--- config.mk ---
export PLATFORM = sky130hd
export DESIGN_NAME = reload_timer8
export DESIGN_NICKNAME = d
export VERILOG_FILES = /design/src/rtl/tmr_pkg.sv /design/src/rtl/tmr_pin_sync.sv /design/src/rtl/tmr_step_sel.sv /design/src/rtl/tmr_count_core.sv /design/src/rtl/reload_timer8.sv
export SDC_FILE = /design/constraint.sdc
export NUM_CORES = 1
export LEC_CHECK = 0
export BUFFER_PORTS_ARGS = -buffer_cell sky130_fd_sc_hd__buf_2
export CAP_MARGIN = 20
export CORE_MARGIN = 5
export CORE_UTILIZATION = 52
export CTS_CLUSTER_SIZE = 16
export DETAILED_ROUTE_END_ITERATION = 10
export GPL_TIMING_DRIVEN = 0
export MAX_ROUTING_LAYER = met4
export PLACE_DENSITY = 0.81
export SETUP_SLACK_MARGIN = 0.1
export SLEW_MARGIN = 20
export SYNTH_ARGS = -nofsm -noshare
export SYNTH_HDL_FRONTEND = slang
export SYNTH_SLANG_ARGS = --single-unit
export TNS_END_PERCENT = 30
--- constraint.sdc ---
create_clock -name clk -period 4 [get_ports clk]
set_input_delay 0.8 -clock clk [delete_from_list [all_inputs] [get_ports clk]]
set_output_delay 0.8 -clock clk [all_outputs]
set_load 0.02 [all_outputs]
--- src/rtl/tmr_pkg.sv ---
package tmr_pkg;

  localparam int unsigned ADDR_W = 2;

  localparam logic [ADDR_W-1:0] A_COUNT   = 2'd0;
  localparam logic [ADDR_W-1:0] A_RELOAD  = 2'd1;
  localparam logic [ADDR_W-1:0] A_CTRL    = 2'd2;
  localparam logic [ADDR_W-1:0] A_FLAGCLR = 2'd3;

  // control word, run bit at bit 0
  typedef struct packed {
    logic irq_en;
    logic pre_sel;
    logic ext_src;
    logic pol;
    logic gate;
    logic run;
  } ctrl_t;

  localparam int unsigned CTRL_W = $bits(ctrl_t);

  function automatic ctrl_t decode_ctrl(input logic [CTRL_W-1:0] d);
    return ctrl_t'(d);
  endfunction

  // gate passes when gating is off or the input sits at its active level
  function automatic logic gate_open(input logic gate, input logic lvl, input logic pol);
    return !gate || (lvl ^ pol);
  endfunction

endpackage

--- src/rtl/tmr_pin_sync.sv ---
module tmr_pin_sync #(
  parameter int unsigned STAGES = 2
) (
  input  logic clk,
  input  logic rst_n,
  input  logic pin,
  output logic fall_o
);
  localparam int unsigned SH_W = STAGES + 1;

  logic [SH_W-1:0] sh_q;

  genvar g;
  generate
    for (g = 0; g < SH_W; g++) begin : g_stage
      always_ff @(posedge clk or negedge rst_n) begin
        if (!rst_n)      sh_q[g] <= 1'b1;
        else if (g == 0) sh_q[g] <= pin;
        else             sh_q[g] <= sh_q[(g == 0) ? 0 : g - 1];
      end
    end
  endgenerate

  // last synchronized sample low, previous sample high
  assign fall_o = sh_q[SH_W-1] & ~sh_q[SH_W-2];
endmodule

--- src/rtl/tmr_step_sel.sv ---
module tmr_step_sel
  import tmr_pkg::*;
(
  input  ctrl_t ctrl,
  input  logic  gate_in,
  input  logic  tick_in,
  input  logic  pin_fall,
  output logic  run_en,
  output logic  step_o
);
  logic int_evt;

  assign run_en  = ctrl.run && gate_open(ctrl.gate, gate_in, ctrl.pol);
  assign int_evt = ctrl.pre_sel ? tick_in : 1'b1;
  assign step_o  = run_en && (ctrl.ext_src ? pin_fall : int_evt);
endmodule

--- src/rtl/tmr_count_core.sv ---
module tmr_count_core #(
  parameter int unsigned W = 8
) (
  input  logic         clk,
  input  logic         rst_n,
  input  logic         cnt_wr,
  input  logic         reload_wr,
  input  logic         flag_clr,
  input  logic [W-1:0] wr_data,
  input  logic         step,
  output logic [W-1:0] count_o,
  output logic [W-1:0] reload_o,
  output logic         flag_o,
  output logic         ovf_evt
);
  localparam logic [W-1:0] CNT_MAX = '1;

  logic [W-1:0] cnt_q, rld_q;
  logic         flag_q;

  function automatic logic [W-1:0] next_count(input logic [W-1:0] c, input logic [W-1:0] r);
    return (c == CNT_MAX) ? r : c + 1'b1;
  endfunction

  assign ovf_evt = step && (cnt_q == CNT_MAX);

  always_ff @(posedge clk or negedge rst_n) begin
    if (!rst_n) begin
      cnt_q  <= '0;
      rld_q  <= '0;
      flag_q <= 1'b0;
    end else begin
      if (reload_wr) rld_q <= wr_data;
      if (cnt_wr)    cnt_q <= wr_data;
      else if (step) cnt_q <= next_count(cnt_q, rld_q);
      if (ovf_evt)       flag_q <= 1'b1;
      else if (flag_clr) flag_q <= 1'b0;
    end
  end

  assign count_o  = cnt_q;
  assign reload_o = rld_q;
  assign flag_o   = flag_q;
endmodule

--- src/rtl/reload_timer8.sv ---
module reload_timer8
  import tmr_pkg::*;
#(
  parameter int unsigned W           = 8,
  parameter int unsigned SYNC_STAGES = 2
) (
  input  logic              clk,
  input  logic              rst_n,
  input  logic              wr_en,
  input  logic [ADDR_W-1:0] wr_addr,
  input  logic [W-1:0]      wr_data,
  input  logic              gate_in,
  input  logic              tick_in,
  input  logic              cnt_pin,
  output logic [W-1:0]      count_o,
  output logic [W-1:0]      reload_o,
  output logic              ovf_o,
  output logic              irq_o
);
  ctrl_t ctrl_q;
  logic  cnt_wr, reload_wr, ctrl_wr, flag_clr;
  logic  pin_fall, run_en, step, ovf_evt;

  assign cnt_wr    = wr_en && (wr_addr == A_COUNT);
  assign reload_wr = wr_en && (wr_addr == A_RELOAD);
  assign ctrl_wr   = wr_en && (wr_addr == A_CTRL);
  assign flag_clr  = wr_en && (wr_addr == A_FLAGCLR) && wr_data[0];

  always_ff @(posedge clk or negedge rst_n) begin
    if (!rst_n)       ctrl_q <= '0;
    else if (ctrl_wr) ctrl_q <= decode_ctrl(wr_data[CTRL_W-1:0]);
  end

  tmr_pin_sync #(.STAGES(SYNC_STAGES)) sync_i (
    .clk(clk), .rst_n(rst_n), .pin(cnt_pin), .fall_o(pin_fall)
  );

  tmr_step_sel sel_i (
    .ctrl(ctrl_q), .gate_in(gate_in), .tick_in(tick_in),
    .pin_fall(pin_fall), .run_en(run_en), .step_o(step)
  );

  tmr_count_core #(.W(W)) core_i (
    .clk(clk), .rst_n(rst_n), .cnt_wr(cnt_wr), .reload_wr(reload_wr),
    .flag_clr(flag_clr), .wr_data(wr_data), .step(step),
    .count_o(count_o), .reload_o(reload_o), .flag_o(ovf_o), .ovf_evt(ovf_evt)
  );

  assign irq_o = ovf_o && ctrl_q.irq_en;
endmodule

==> results.json, run 1 <==
{
  "powerDensity_nw_per_um2": 557.6,
  "dpl_worst_slack_ns": 1.898,
  "ant_nets": 0,
  "required_ns": 4.21,
  "drive_gt1_share_pct": 39.35,
  "synthTopCellsByCount": "23 x dfrtp_1, 14 x mux2_2, 13 x nand2_1",
  "max_slew_margin_pct": 61.87,
  "root_buffer": "clkbuf_4",
  "max_freq_mhz": 507.1,
  "track_usage_pct": 18.05,
  "grt_first_pass_wirelength_um": 4788,
  "io_buffers": 33,
  "yosysMostFrequentCell": "dfrtp_1",
  "syn_area_um2": 1306,
  "wl_per_cell_um": 15.69,
  "tightest_slew_ns": 0.5720,
  "min_path_type": "reg2reg",
  "critPathMaxFanout": 7,
  "synth_nets": 135,
  "dp.cells": 181,
  "core_um2": 2432,
  "timing_hold_violations_final": 0,
  "cts_buffer_depth": 2,
  "drt_iter0_drc": 35,
  "die_w_um": 60.12,
  "synth_cells": 118,
  "detailed_place_hpwl_um": 2185,
  "finalWeightedCongestion": 0.8786,
  "fin_ws_ns": 2.028,
  "tns_ns": 0,
  "cts_max_level": 1,
  "dr.pass1.iters": 4,
  "cts.clk_slew.worst_paths_ns": 0.14,
  "num_vias": 1096,
  "yosysTopAreaCell": "dfrtp_1",
  "grt_max_degree": 27,
  "cts_resized": 0,
  "grt-ovfl-total": 0,
  "antennaDiodeCount": 0,
  "clkSinkCount": 26,
  "dieHeight_um": 60.12,
  "final_cells": 185,
  "end_kind": "flip-flop",
  "clock_skew_ns": 0.005878,
  "cts_tree": "done",
  "cts_setup_buffers": 0,
  "wl_um": 2903,
  "synth_flop_cell": "dfrtp_1",
  "slew_viol_final": 0,
  "dieArea_um2": 3614,
  "synth.top_cell.area_share_pct": 44.06,
  "cp.arrival_ns": 2.18,
  "irDropWorstVdd_uv": 302.5,
  "drv_cap": 0,
  "ys_seq_area_share_pct": 50.10,
  "via_per_inst": 5.924,
  "rows": 18,
  "grt_pass1_vias": 1043,
  "yosys_register_bits": 26,
  "setup_viol": 0,
  "rsz0062_at_grt": "no",
  "antenna_found_initial": 0,
  "power_leakage_nw": 0.7018,
  "cts_inserted_buffers": 3,
  "synth-edff-count": 0,
  "period_needed_ns": 1.972,
  "synth_area_leaders": "dfrtp_1 44%, mux2_2 12%, dfstp_2 6.0%, nand2_1 3.7%, mux2i_1 2.3%",
  "ys_warn_count": 0,
  "initial_core_util_pct": 53.70,
  "hold_buffers": 0,
  "nNetsFinal": 173,
  "status": "finished, final reports clean",
  "period_share_pct": 49.30,
  "synth_area_per_cell_um2": 11.07,
  "io_pins": 34,
  "ys_types": 36,
  "clock_latency_ns": 0.32,
  "critical_path_class": "reg2reg",
  "synthArstFlopShare_pct": 100.0,
  "startpoint_type": "flip-flop",
  "area_growth_pct": 18.29,
  "drc": 0
}
==> metrics by stage <==
step                      hold slack, ns  cell area (um2)  util [%]  total power, mW
final                             0.3671             1545     63.53           0.8616
after global routing              0.3750             1545     63.53           0.9170
after CTS                         0.3696             1545     63.53           0.8667
after detailed placement          0.3476             1509     62.04           0.7329
after global placement            0.3501             1509     62.04           0.7186
after floorplan                   0.3452             1306         -           0.6197
==> cell type report <==
type	instances	area, um2
buffer	6	40.04
clock buffer	4	36.28
fill	201	887.1
inverter	1	3.754
multi-input combinational	85	608.1
sequential	26	654.4
tap	30	37.54
timing repair buffer	33	165.2
==> power breakdown <==
part / leakage [nW] / internal (mW) / switching (mW) / total [mW]
Sequential: 0.307 / 0.323 / 0.0561 / 0.379
Combinational: 0.374 / 0.146 / 0.203 / 0.349
Clock: 0.0210 / 0.0557 / 0.0780 / 0.134
==> sequential cells by signal, summed over array words and instances, names as in the netlist <==
register         cells
core_i.reload_o      8
core_i.count_o       8
sync_i.sh_q          3
core_i.flag_o        1
ctrl_q               6
==> layout by cell type (no fill, tap or decap) <==
cell	instances
buf_2	35
dfrtp_1	23
mux2_2	14
nand2_1	13
nand3_1	6
nor2_1	5
a21oi_1	5
a31oi_1	4
nand3b_1	3
o21ai_1	3
nor3_1	3
mux2i_1	3
clkbuf_4	3
dfstp_2	3
and2_1	2
buf_6	2
nand4_1	2
mux2_1	2
clkbuf_1	2
o41ai_1	2
a2111oi_0	2
o31ai_1	2
nor2b_1	1
xnor2_1	1
a21boi_2	1
a22o_1	1
or3b_1	1
nor3b_1	1
inv_1	1
a41oi_1	1
and4_4	1
nand2_2	1
a211oi_1	1
a311o_1	1
and4_1	1
or2_1	1
ha_1	1
clkbuf_8	1
==> path summary, 6_finish.rpt <==
kind | from | endpoint | slack [ns] | cells past startpoint
setup / recovery | core_i.count_o[0] | core_i.count_o[1] | 2.03 | 6
setup reg to reg | core_i.count_o[0] | core_i.count_o[1] | 2.03 | 6
hold reg to reg | sync_i.sh_q[0] | sync_i.sh_q[1] | 0.37 | 0
hold / removal | sync_i.sh_q[0] | sync_i.sh_q[1] | 0.37 | 0
max in group asynchronous | rst_n | ctrl_q[0] | 3.17 | 1
min in group asynchronous | rst_n | core_i.reload_o[7] | 0.44 | 1
==> cells by family (layout without fill, tap and decap cells) <==
family,Yosys count,count (layout),synth area share (%)
flip-flops,26,26,50.10
adder cells (fa/ha/maj),1,1,0.9577
XOR/XNOR,1,1,0.6706
buffers and inverters,7,44,3.352
AO/OA/AOI/OAI,23,23,12.36
AND/OR/NAND/NOR,41,41,16.48
multiplexers,19,19,16.09
==> metal layers <==
| metal | routed length, um | track usage, % | vias up |
|---|---|---|---|
| met4 | 40 | 6.329 | 0 |
| met3 | 187 | 1.944 | 6 |
| met5 | 0 | - | - |
| met1 | 1187 | 23.30 | 520 |
| li1 | - | - | 513 |
| met2 | 1488 | 29.32 | 57 |
==> worst max-delay path, stage by stage (launching register included) <==
cell and delay, ns:
dfrtp_1 0.51, ha_1 0.33, nand3_1 0.20, nor2_1 0.26
mux2_1 0.35, mux2i_1 0.14, o21ai_1 0.07
Power figures use the tool's default switching activity.
==> run 2: changes to the inputs <==
Settings changed: CORE_UTILIZATION 52 to 46, PLACE_DENSITY 0.81 to 0.76.
Clock period 4 ns to 1.6 ns, I/O delays scaled along.
==> results.json, run 2 (synthesized netlist as in run 1, its figures left out) <==
{
  "grt_max_degree": 27,
  "clkSinkCount": 26,
  "tns_ns": 0,
  "ant_nets": 0,
  "rows": 19,
  "drv_cap": 0,
  "startpoint_type": "flip-flop",
  "dieArea_um2": 4006,
  "grt_first_pass_wirelength_um": 5278,
  "p_int_mw": 1.513,
  "wl_per_cell_um": 17.39,
  "dieHeight_um": 63.29,
  "irDropWorstVdd_uv": 1005,
  "via_per_inst": 5.910,
  "drive_gt1_share_pct": 52.98,
  "powerDensity_nw_per_um2": 1426,
  "io_pins": 34,
  "area_growth_pct": 34.10,
  "finalWeightedCongestion": 0.8613,
  "critical_path_class": "reg2reg",
  "root_buffer": "clkbuf_4",
  "slew_viol_final": 0,
  "max_freq_mhz": 646.4,
  "tightest_slew_ns": 0.5841,
  "p_sw_share_pct": 39.40,
  "grt-ovfl-total": 0,
  "period_needed_ns": 1.547,
  "pwr-share-clk_pct": 13.4,
  "critPathMaxFanout": 5,
  "clock_skew_ns": 0.006344,
  "cts.clk_slew.worst_paths_ns": 0.14,
  "period_share_pct": 96.69,
  "cts_buffer_depth": 2,
  "antennaDiodeCount": 0,
  "num_vias": 1176,
  "nNetsFinal": 186,
  "seqPwrFrac_pct": 37.8,
  "setup_viol": 0,
  "power_leakage_nw": 0.7867,
  "detailed_place_hpwl_um": 2220,
  "antenna_found_initial": 0,
  "total_power_mw": 2.497,
  "switching_power_mw": 0.9839,
  "cts_inserted_buffers": 3,
  "clock_latency_ns": 0.32,
  "cts_tree": "done",
  "required_ns": 1.79,
  "max_slew_margin_pct": 61.06,
  "rsz0062_at_grt": "yes",
  "final_cell_mix": "33 x buf_2, 18 x dfrtp_1, 14 x mux2_2, 14 x buf_4, 12 x nand2_1",
  "track_usage_pct": 16.93,
  "grt_pass1_vias": 1110,
  "timing_hold_violations_final": 0,
  "drt_iter0_drc": 46,
  "final_common_cell": "buf_2",
  "cts_max_level": 1,
  "initial_core_util_pct": 47.78,
  "status": "finished, final reports clean",
  "dr.pass1.iters": 4,
  "p_comb_share_pct": 48.7,
  "end_kind": "flip-flop",
  "core_um2": 2734,
  "min_path_type": "in2reg",
  "io_buffers": 33,
  "cp.arrival_ns": 1.74,
  "wl_um": 3460,
  "die_w_um": 63.29,
  "drc": 0
}
==> run 2: cell count changes in the layout (fill, tap and decap cells not counted), sizes merged <==
| cell | before | now |
|---|---|---|
| dlygate4sd3 | 0 | 1 |
| buf | 37 | 49 |
==> run 2: what timing repair did <==
action | CTS | global route
buffers inserted | 6 | 6
gates resized for setup | 4 | 9
hold endpoints to repair | 23 | 0
hold buffers | 1 | 0
pin swaps | 4 | 6
endpoints found under the setup margin | 5 | 7
==> run 2: layer usage <==
layer / global-route usage [%] / share of wire [%] / wire length [um] / up-vias
met2: 25.26 / 50 / 1724 / 53
met3: 3.375 / 6.4 / 220 / 6
met5: - / 0 / 0 / -
met4: 7.792 / 2.3 / 79 / 0
met1: 22.18 / 42 / 1436 / 583
li1: - / - / - / 534
==> run 2: area by class of cell <==
| cell class | instances | area [um2] |
|---|---|---|
| inverters | 1 | 3.754 |
| flip-flops and latches | 26 | 660.6 |
| well taps | 31 | 38.79 |
| repair buffers | 46 | 265.3 |
| multi-input cells | 85 | 701.9 |
| fillers | 217 | 982.2 |
| clock buffers | 4 | 36.28 |
| plain buffers | 6 | 45.04 |
==> run 2: per-stage QoR <==
| stage | cell area [um2] | hold slack, ns | cells | setup WS, ns | utilization (%) |
|---|---|---|---|---|---|
| 5_1_grt | 1752 | 0.05821 | 199 | -0.05079 | 64.07 |
| 3_5_place_dp | 1553 | 0.3485 | 182 | -0.01895 | 56.80 |
| 2_1_floorplan | 1349 | 0.02441 | 118 | 0.09280 | - |
| 3_3_place_gp | 1553 | 0.3385 | 182 | -0.01188 | 56.80 |
| 4_1_cts | 1657 | 0.07043 | 193 | 0.09750 | 60.60 |
| 6_report | 1752 | 0.07150 | 199 | 0.05299 | 64.07 |
==> run 2: path summary, 6_finish.rpt <==
| check | from | to | slack (ns) | depth (start not counted) |
|---|---|---|---|---|
| max reg2reg | core_i.count_o[0] | core_i.count_o[1] | 0.05 | 6 |
| max | core_i.count_o[0] | core_i.count_o[1] | 0.05 | 6 |
| min in group asynchronous | rst_n | core_i.reload_o[6] | 0.50 | 2 |
| min reg2reg | sync_i.sh_q[0] | sync_i.sh_q[1] | 0.37 | 0 |
| min | cnt_pin | sync_i.sh_q[0] | 0.07 | 1 |
| max in group asynchronous | rst_n | core_i.count_o[5] | 0.67 | 2 |
==> run 2: worst max-delay path: stages (launching register included) <==
cell	delay, ns
dfrtp_2	0.41
ha_4	0.17
nand3_4	0.12
nor2_4	0.15
mux2_4	0.31
mux2i_1	0.16
o21ai_1	0.10
==> run 2: power by group through the flow <==
stage                     clock [mW]  combinational (mW)  sequential (mW)
final                          0.335                1.22            0.945
after global routing           0.377                1.31            0.970
after CTS                      0.341                1.05            0.938
after detailed placement           0               0.927            0.979
after global placement             0               0.904            0.972
after floorplan                    0               0.523             1.10
==> run 3: changes to the inputs <==
Settings changed: PLACE_DENSITY 0.76 to 0.77.
==> results.json, run 3 (synthesized netlist as in run 1, its figures left out) <==
{
  "grt_max_degree": 27,
  "tightest_slew_ns": 0.5819,
  "cp_slowest_stage_delay_ns": 0.41,
  "finalWeightedCongestion": 0.8501,
  "nNetsFinal": 183,
  "max_slew_margin_pct": 61.20,
  "end_kind": "flip-flop",
  "detailed_place_hpwl_um": 2278,
  "antennaDiodeCount": 0,
  "period_needed_ns": 1.488,
  "cts.clk_slew.worst_paths_ns": 0.15,
  "area_growth_pct": 30.46,
  "drive_gt1_share_pct": 50.91,
  "startpoint_type": "flip-flop",
  "multi_input_area_um2": 686.9,
  "cts_buffer_depth": 2,
  "io_pins": 34,
  "wl_per_cell_um": 16.54,
  "die_w_um": 63.29,
  "required_ns": 1.83,
  "grt-ovfl-total": 0,
  "rows": 19,
  "irDropWorstVdd_uv": 1077,
  "dieArea_um2": 4006,
  "final_cell_mix": "33 x buf_2, 18 x dfrtp_1, 14 x mux2_2",
  "wl_um": 3242,
  "cp.arrival_ns": 1.72,
  "grtUsageMet2_pct": 28.46,
  "cts_inserted_buffers": 3,
  "cts_max_level": 1,
  "slew_viol_final": 0,
  "initial_core_util_pct": 47.78,
  "core_um2": 2734,
  "top_usage_layer": "met2",
  "drc": 0,
  "grt_first_pass_wirelength_um": 5326,
  "critPathMaxFanout": 8,
  "clock_latency_ns": 0.33,
  "grt_pass1_vias": 1155,
  "min_path_type": "in2reg",
  "max_freq_mhz": 671.9,
  "via_per_inst": 5.730,
  "dieHeight_um": 63.29,
  "critical_path_class": "reg2reg",
  "rsz0062_at_grt": "yes",
  "clkSinkCount": 26,
  "drv_cap": 0,
  "fillerInstances": 234,
  "dr.pass1.iters": 4,
  "clock_skew_ns": 0.009672,
  "gr-usage-met3_pct": 2.842,
  "antenna_found_initial": 0,
  "drt_iter0_drc": 49,
  "register_area_um2": 660.6,
  "tns_ns": 0,
  "io_buffers": 33,
  "setup_viol": 0,
  "worstPathCellList": "xnor2_1 -> a21boi_2 -> and2_1 -> buf_6 -> a41oi_1 -> o31ai_1",
  "num_vias": 1123,
  "powerDensity_nw_per_um2": 1393,
  "power_leakage_nw": 0.7502,
  "ant_nets": 0,
  "period_share_pct": 93.02,
  "grtUsageMet1_pct": 20.45,
  "final_common_cell": "buf_2",
  "cts_tree": "done",
  "status": "finished, final reports clean",
  "timing_hold_violations_final": 0,
  "track_usage_pct": 17.03,
  "root_buffer": "clkbuf_4",
  "cp_slowest_cell": "dfrtp_1",
  "final_util_pct": 62.33
}
run 3: cell types whose count changed in the layout (fill, tap and decap cells not counted), sizes merged:
| cell | change |
|---|---|
| buf | -3 |
run 3: metrics by stage:
stage          power [mW]  area, um2  instances  hold slack (ns)  worst slack (ns)
3_3_place_gp        1.883       1553        182           0.3421           0.01305
5_1_grt             2.552       1704        196          0.06207          -0.02724
3_5_place_dp        1.925       1553        182           0.3497          -0.01774
2_1_floorplan       1.624       1349        118          0.02441           0.09280
4_1_cts             2.268       1628        190          0.07870           0.07726
6_report            2.373       1704        196          0.08069            0.1117
run 3: path summary, 6_finish.rpt:
path,start,endpoint,slack [ns],cells after the start
worst max-delay path,ctrl_q[2],core_i.count_o[6],0.11,6
worst min-delay path,cnt_pin,sync_i.sh_q[0],0.08,1
worst max register to register,ctrl_q[2],core_i.count_o[6],0.11,6
worst min register to register,sync_i.sh_q[0],sync_i.sh_q[1],0.37,0
max in group asynchronous,rst_n,core_i.count_o[4],0.67,2
min in group asynchronous,rst_n,ctrl_q[2],0.50,2
run 3: layer usage:
| layer | wire length [um] | up-vias |
|---|---|---|
| met3 | 136 | 8 |
| met5 | 0 | - |
| met1 | 1439 | 548 |
| met4 | 70 | 0 |
| li1 | - | 535 |
| met2 | 1596 | 32 |
run 3: repair_timing:
item | 4_1_cts | 5_1_grt
pin swaps | 0 | 5
buffers inserted | 3 | 6
endpoints found under the setup margin | 5 | 8
hold buffers | 1 | 0
gates resized for setup | 4 | 7
endpoints found under the hold margin | 23 | 0
run 3: critical path: cells and delay by family (launching register included):
family	cells	cell delay (ns)
AOI/OAI and AO/OA	3	0.54
xor gates and xnor gates	1	0.14
buffers and inverters	1	0.14
DFF	1	0.41
and+or+nand+nor	1	0.17
run 3: layout make-up:
type | instances | area share (%)
plain buffers | 6 | 2.643
clock buffers | 4 | 1.542
inverters | 1 | 0.2203
multi-input cells | 85 | 40.31
flip-flops and latches | 26 | 38.77
well taps | 31 | 2.276
repair buffers | 43 | 14.24
run 3: report_power, final:
group          total, mW  internal, mW  switching (mW)  leakage [nW]
clock network      0.295        0.0977           0.197        0.0150
registers          0.945         0.817           0.128         0.302
logic               1.13         0.512           0.621         0.433
